[config.mk]
export PLATFORM = sky130hd
export DESIGN_NAME = misalign_guard
export DESIGN_NICKNAME = d
export VERILOG_FILES = /design/src/rtl/mag_pkg.sv /design/src/rtl/mag_align_check.sv /design/src/rtl/mag_fault_pick.sv /design/src/rtl/mag_fault_regs.sv /design/src/rtl/misalign_guard.sv
export SDC_FILE = /design/constraint.sdc
export NUM_CORES = 1
export LEC_CHECK = 0
export BUFFER_PORTS_ARGS = -buffer_cell sky130_fd_sc_hd__buf_2
export CORE_ASPECT_RATIO = 0.9
export CORE_UTILIZATION = 35
export CTS_BUF_LIST = sky130_fd_sc_hd__clkbuf_16
export DETAILED_ROUTE_END_ITERATION = 10
export GPL_ROUTABILITY_DRIVEN = 0
export GPL_TIMING_DRIVEN = 1
export PLACE_DENSITY_LB_ADDON = 0.2
export SLEW_MARGIN = 20
export SYNTH_ARGS = -nofsm -noshare
export SYNTH_HDL_FRONTEND = slang
export SYNTH_SLANG_ARGS = --single-unit
[constraint.sdc]
create_clock -name clk -period 4.2 [get_ports clk]
set_clock_uncertainty 0.1 [all_clocks]
set_input_delay 0.42 -clock clk [delete_from_list [all_inputs] [get_ports clk]]
set_output_delay 0.42 -clock clk [all_outputs]
set_load 0.005 [all_outputs]
[src/rtl/mag_pkg.sv]
package mag_pkg;

   typedef enum logic [1:0] {
      SZ_BYTE = 2'b00,
      SZ_HALF = 2'b01,
      SZ_WORD = 2'b10,
      SZ_RSVD = 2'b11
   } acc_size_e;

   // Alignment rule on the two low address bits
   function automatic logic is_misaligned(input logic [1:0] size, input logic [1:0] lo);
      logic bad;
      case (acc_size_e'(size))
         SZ_HALF: bad = lo[0];
         SZ_WORD: bad = (lo != 2'b00);
         default: bad = 1'b0;
      endcase
      return bad;
   endfunction

endpackage

[src/rtl/mag_align_check.sv]
module mag_align_check
   import mag_pkg::*;
#(
   parameter int ADDR_W = 32
) (
   input  logic              valid,
   input  logic [1:0]        size,
   input  logic [ADDR_W-1:0] addr,
   output logic              fault
);
   localparam int LOW_BITS = 2;

   logic [LOW_BITS-1:0] lo;
   assign lo    = addr[LOW_BITS-1:0];
   assign fault = valid & is_misaligned(size, lo);
endmodule

[src/rtl/mag_fault_pick.sv]
module mag_fault_pick #(
   parameter int NSLOT  = 2,
   parameter int ADDR_W = 32
) (
   input  logic [NSLOT-1:0]        fault,
   input  logic [ADDR_W*NSLOT-1:0] addr_flat,
   output logic                    any_fault,
   output logic [ADDR_W-1:0]       sel_addr
);
   assign any_fault = |fault;

   // Scan from the highest slot downward so the lowest faulting slot is the last one assigned
   always_comb begin
      sel_addr = '0;
      for (int i = NSLOT - 1; i >= 0; i--) begin
         if (fault[i]) sel_addr = addr_flat[i*ADDR_W +: ADDR_W];
      end
   end
endmodule

[src/rtl/mag_fault_regs.sv]
module mag_fault_regs #(
   parameter int ADDR_W     = 32,
   parameter int PC_W       = 32,
   parameter int CAUSE_W    = 6,
   parameter int CAUSE_CODE = 'h24
) (
   input  logic               clk,
   input  logic               rst_n,
   input  logic               any_fault,
   input  logic [ADDR_W-1:0]  sel_addr,
   input  logic [PC_W-1:0]    pc,
   input  logic               sw_we,
   input  logic [ADDR_W-1:0]  sw_data,
   output logic               exc_pulse,
   output logic [CAUSE_W-1:0] cause,
   output logic [ADDR_W-1:0]  faddr,
   output logic [PC_W-1:0]    retx
);
   localparam logic [CAUSE_W-1:0] CAUSE_V = CAUSE_W'(CAUSE_CODE);

   always_ff @(posedge clk) begin
      if (!rst_n) begin
         exc_pulse <= 1'b0;
         cause     <= '0;
         faddr     <= '0;
         retx      <= '0;
      end else begin
         exc_pulse <= any_fault;
         if (any_fault) begin
            cause <= CAUSE_V;
            faddr <= sel_addr;
            retx  <= pc;
         end else if (sw_we) begin
            faddr <= sw_data;
         end
      end
   end
endmodule

[src/rtl/misalign_guard.sv]
module misalign_guard #(
   parameter int NSLOT      = 2,
   parameter int ADDR_W     = 32,
   parameter int PC_W       = 32,
   parameter int CAUSE_W    = 6,
   parameter int CAUSE_CODE = 'h24
) (
   input  logic                    clk,
   input  logic                    rst_n,
   input  logic [NSLOT-1:0]        req_valid,
   input  logic [NSLOT-1:0]        req_write,
   input  logic [2*NSLOT-1:0]      req_size,
   input  logic [ADDR_W*NSLOT-1:0] req_addr,
   input  logic [PC_W-1:0]         req_pc,
   input  logic                    fa_wr_en,
   input  logic [ADDR_W-1:0]       fa_wr_data,
   output logic [NSLOT-1:0]        mem_valid,
   output logic [NSLOT-1:0]        mem_we,
   output logic [NSLOT-1:0]        ld_wb_en,
   output logic                    exc_pulse,
   output logic [CAUSE_W-1:0]      exc_cause,
   output logic [ADDR_W-1:0]       fault_addr,
   output logic [PC_W-1:0]         ret_pc
);
   localparam int SZ_W = 2;

   // elaboration-time parameter checks
   if (NSLOT < 1) begin : g_bad_nslot
      $error("misalign_guard: NSLOT must be at least 1");
   end
   if (ADDR_W < 2) begin : g_bad_addr
      $error("misalign_guard: ADDR_W must be at least 2");
   end
   if (CAUSE_W < 1 || CAUSE_W > 31 || (CAUSE_CODE >> CAUSE_W) != 0) begin : g_bad_cause
      $error("misalign_guard: CAUSE_CODE does not fit CAUSE_W");
   end

   logic [NSLOT-1:0]  slot_fault;
   logic              any_fault;
   logic [ADDR_W-1:0] sel_addr;

   for (genvar s = 0; s < NSLOT; s++) begin : g_slot
      mag_align_check #(.ADDR_W(ADDR_W)) u_chk (
         .valid (req_valid[s]),
         .size  (req_size[s*SZ_W +: SZ_W]),
         .addr  (req_addr[s*ADDR_W +: ADDR_W]),
         .fault (slot_fault[s])
      );
      assign mem_valid[s] = req_valid[s] & ~slot_fault[s];
      assign mem_we[s]    = mem_valid[s] & req_write[s];
      assign ld_wb_en[s]  = mem_valid[s] & ~req_write[s];
   end

   mag_fault_pick #(.NSLOT(NSLOT), .ADDR_W(ADDR_W)) u_pick (
      .fault     (slot_fault),
      .addr_flat (req_addr),
      .any_fault (any_fault),
      .sel_addr  (sel_addr)
   );

   mag_fault_regs #(
      .ADDR_W(ADDR_W), .PC_W(PC_W), .CAUSE_W(CAUSE_W), .CAUSE_CODE(CAUSE_CODE)
   ) u_regs (
      .clk       (clk),
      .rst_n     (rst_n),
      .any_fault (any_fault),
      .sel_addr  (sel_addr),
      .pc        (req_pc),
      .sw_we     (fa_wr_en),
      .sw_data   (fa_wr_data),
      .exc_pulse (exc_pulse),
      .cause     (exc_cause),
      .faddr     (fault_addr),
      .retx      (ret_pc)
   );
endmodule

**Word level (Yosys, flattened, before mapping)**

Cells that the tools add are included.

- Equality and inequality tests: 4
- Muxes and demuxes: 6
- Bitwise gates (word level): 12
- Reductions and logical operators: 4

Operators with widths:

| cell | count |
|---|---|
| $mux 32 | 4 |
| $and 1x1->1 | 8 |
| $reduce_bool 2->1 | 3 |
| $eq 2x1->1 const B | 2 |
| $eq 2x2->1 const B | 2 |
| $not 1->1 | 4 |
| $pmux 1 s2 | 2 |
| $reduce_or 2->1 | 1 |

- Register bits: 66
- Input port bits: 139
- Output and inout port bits: 77
- Word-level logic and storage cells: 30

**Depth between registers and ports, before layout**

- Depth after elaboration: 6
- Mapped depth: 8
- Gate-level depth less buffers: 6

**By module**

Synthesis repeated with hierarchy kept, for this count alone.

- Cell total of the unflattened synthesis: 323
- Area total of the unflattened synthesis: 3612.2 sq um

Modules (own cells, without submodules):

| module | times used | cells an instance | area an instance (sq um) | seq. area each (sq um) |
|---|---|---|---|---|
| mag_fault_regs | 1 | 256 | 3061.7 | 1321.3 |
| mag_fault_pick | 1 | 45 | 367.9 | 0.0 |
| mag_align_check | 2 | 8 | 63.8 | 0.0 |
| misalign_guard | 1 | 6 | 55.1 | 0.0 |

**Worst setup path before layout**

No wires, ideal clock.

- Path kind: input -> output
- Start: input port req_size[2]
- End: output port mem_valid[1]
- Arrival: 1.440 ns
- Required time: 3.680 ns
- Path slack: 2.240 ns
- Stages: 7
- Path buffers: 1
- Cell sequence: inv_1 ha_1 o21a_1 buf_2 nor2_1 o21ai_0 inv_1

- Word-level cells in the longest chain between the ends: 5
- Elaborated cells between the ends (all ways): 6
- Classes of those cells: eq/ne: 2; mux: 1; bitwise: 3

RTL lines:

| element | RTL line | text |
|---|---|---|
| start: declaration | misalign_guard.sv:12 | `input logic [2*NSLOT-1:0] req_size,` |
| $eq 2x2->1 / $eq 2x1->1 (equally long branches) | mag_pkg.sv:13 | `case (acc_size_e'(size))` |
| $pmux 1 s2 * | mag_pkg.sv:13 |  |
| $and 1x1->1 * | mag_align_check.sv:15 | `assign fault = valid & is_misaligned(size, lo);` |
| $not 1->1 * | misalign_guard.sv:49 | `assign mem_valid[s] = req_valid[s] & ~slot_fault[s];` |
| $and 1x1->1 * | misalign_guard.sv:49 |  |
| end: declaration | misalign_guard.sv:17 | `output logic [NSLOT-1:0] mem_valid,` |

Mark *: on every way between the ends. The rest lies on a longest branch, timed or not.

**Final worst setup path**

- Start: input port req_size[2]
- End: output port mem_we[1]

- Word-level cells in the longest chain between the ends: 6
- Elaborated cells between the ends (all ways): 7
- Classes of those cells: eq/ne: 2; mux: 1; bitwise: 4

RTL lines:

| element | RTL line | text |
|---|---|---|
| $eq 2x2->1 / $eq 2x1->1 (equally long branches) | mag_pkg.sv:13 |  |
| $pmux 1 s2 * | mag_pkg.sv:13 |  |
| $and 1x1->1 * | mag_align_check.sv:15 |  |
| $not 1->1 * | misalign_guard.sv:49 |  |
| $and 1x1->1 * | misalign_guard.sv:49 |  |
| $and 1x1->1 * | misalign_guard.sv:50 | `assign mem_we[s] = mem_valid[s] & req_write[s];` |
| end: declaration | misalign_guard.sv:18 | `output logic [NSLOT-1:0] mem_we,` |

Marks and branches as above.

==> impl_metrics.yaml <==
drt:
  vias: 3794
  wl_per_cell_um: 16.3
  first_pass_iters: 4
  drtAntennaViolNets: 0
  wl_met2_um: 5440
  routed.top_layer: "met4"
  vias_per_cell: 5.47
  met1_length_um: 4880
  routed-wl-met3_um: 710
  wl_um: 11300
  drt_iter0_drc: 148
  drc: 0
cts:
  cts_resized: 0
  cts_setup_buffers: 0
  clk_latency_ns: 0.32
  htreeDepth: 3
  clockBufferDepth: 2
  cts_hold_buffers: 0
  clk_pin_slew_ns: 0.06
  cts_tree: "built"
  clock-sinks: 66
  numCtsBuffers: 9
  cts_root_buf: "clkbuf_16"
global_routing:
  grt_start_max_net_pins: 69
  antenna_found_initial: 0
  grt_pass1_wl_um: 17300
  overflow: 0
  track_usage_pct: 21.3
  first_global_vias: 3527
timing:
  fin_crit_ns: 2.48
  worst_pin_slew_ns: 0.883
  hold_violations: 0
  setup_violations: 0
  hold_slack_ns: 0.249
  finalCritPeriodShare_pct: 59.0
  setup_tns_ns: 0
  final_max_slew_viol_count: 0
  fmax_mhz: 404
  rsz0062_at_grt: "false"
  relSlewSlack_pct: 41.0
yosys:
  synth_edf_count: 0
  synth-main-ff-cell: "dfxtp_1"
  synth_top_area_cell: "dfxtp_1"
  synth_area_leaders: "dfxtp_1 (38%), o21ai_0 (9.5%), o211a_1 (8.7%)"
  synth-seq-cells: 66
  synthTopCellsByCount: "dfxtp_1 (66), o21ai_0 (66), a21boi_1 (33), nand3_1 (33)"
  syn_area_um2: 3460
  synth_top_area_share_pct: 38.2
  yosysSeqAreaShare_pct: 38.2
  yosysWarnings: 0
  synth_area_per_cell_um2: 9.09
  syn_inst: 381
  async_flop_share_pct: 0
  ys_types: 34
setup_path:
  worst_setup_path_end_kind: "output pin"
  required_ns: 3.68
  worst_ep_arrival_time_ns: 1.96
  crit_path_max_fanout: 31
  critPathKind: "input port to output pin"
  start_kind: "input port"
power_and_ir_drop:
  power_density_nw_per_um2: 371
  vdd.ir_drop.worst_mv: 0.215
  totalPowerFinal_uw: 1800
  p_leak_uw: 0.00250
place:
  place_hpwl_um: 7670
  io_buffers: 211
final_layout:
  nNetsFinal: 705
  fillCellCount: 938
  diodes: 0
  syn_to_final_growth_pct: 40.0
  drive_above_1_share_pct: 43.0
floorplan:
  ios: 216
  initial_core_util_pct: 35.9
  core-area_um2: 9660
  die_h_um: 96.4
  die_w_um: 107
  dieArea_um2: 10300
  rows: 34
flow_run:
  maxCapViolCount: 0
run_status:
  status: "complete, no violations"
min_path:
  hold_class: "input port to register"
[layer usage]
metal | track usage [%] | vias up
met3 | 5.90 | 22
met1 | 26.3 | 1792
met5 | 0 | -
li1 | - | 1819
met2 | 35.7 | 161
met4 | 7.99 | 0
[worst paths after layout]
| kind | from | to | slack [ns] | cells after the start |
|---|---|---|---|---|
| setup / recovery | req_size[2] | mem_we[1] | 1.72 | 9 |
| hold / removal | req_pc[16] | u_regs.retx[16] | 0.25 | 3 |
| setup reg to reg | u_regs.faddr[0] | u_regs.faddr[0] | 3.19 | 3 |
| hold reg to reg | u_regs.retx[15] | u_regs.retx[15] | 0.36 | 2 |
[registers in the layout, indices dropped and copies added, names as in the netlist]
name	count
u_regs.retx	32
u_regs.faddr	32
u_regs.exc_pulse	1
u_regs.cause	1
[cells by family (layout without fill, tap and decap cells)]
family	after synthesis	in the layout	synth area share [%]
AO/OA/AOI/OAI	200	200	43.5
flip-flops	66	66	38.2
buffers and inverters	60	243	8.60
AND/OR/NAND/NOR	48	48	7.55
adder cells (fa/ha/maj)	4	4	1.45
multiplexers	2	2	0.650
other	1	4	0.108
[report_power, final]
group          internal, uW  switching (uW)  leakage, uW
combinational           147             153      0.00180
clock                   519             283     0.000157
sequential              673            23.0     0.000541
[worst max-delay path: stages]
cell and delay [ns]:
buf_2 0.11, inv_1 0.05, ha_1 0.21, o21a_1 0.21, buf_4 0.35, nor2_1 0.08, o21ai_0 0.32, nor2_1 0.07
buf_2 0.13
[layout by cell type, fill, tap and decap left out, types with 3 or more instances in the layout]
| cell type | Yosys | final |
|---|---|---|
| nand3_1 | 33 | 33 |
| ha_1 | 4 | 4 |
| buf_4 | 5 | 7 |
| clkbuf_16 | 0 | 9 |
| nand2_1 | 4 | 4 |
| o211a_1 | 30 | 30 |
| o21ai_0 | 66 | 66 |
| a21boi_1 | 33 | 32 |
| a311oi_1 | 30 | 30 |
| conb_1 | 1 | 4 |
| buf_2 | 17 | 211 |
| nor2_1 | 3 | 3 |
| o2bb2ai_1 | 30 | 30 |
| nor2b_1 | 4 | 3 |
| inv_1 | 7 | 8 |
| dfxtp_1 | 66 | 66 |
[final cells by class]
cell class	count	area [um2]	share of cell area (%)
clock buffers	9	225	4.64
clock inverters	7	93.8	1.93
flip-flops and latches	66	1320	27.2
well taps	126	158	3.25
multi-input cells	258	1870	38.5
inverters	7	26.3	0.542
repair buffers	220	1160	23.8
[per-stage QoR]
step	area [um2]	std cells	setup WS [ns]	util [%]
floorplan	3470	384	2.24	-
global placement	4480	675	1.58	46.4
detailed placement	4480	675	1.47	46.4
CTS	4800	691	1.72	49.7
global route	4850	693	1.46	50.2
finish	4850	693	1.72	50.2
Power figures use the tool's default switching activity.
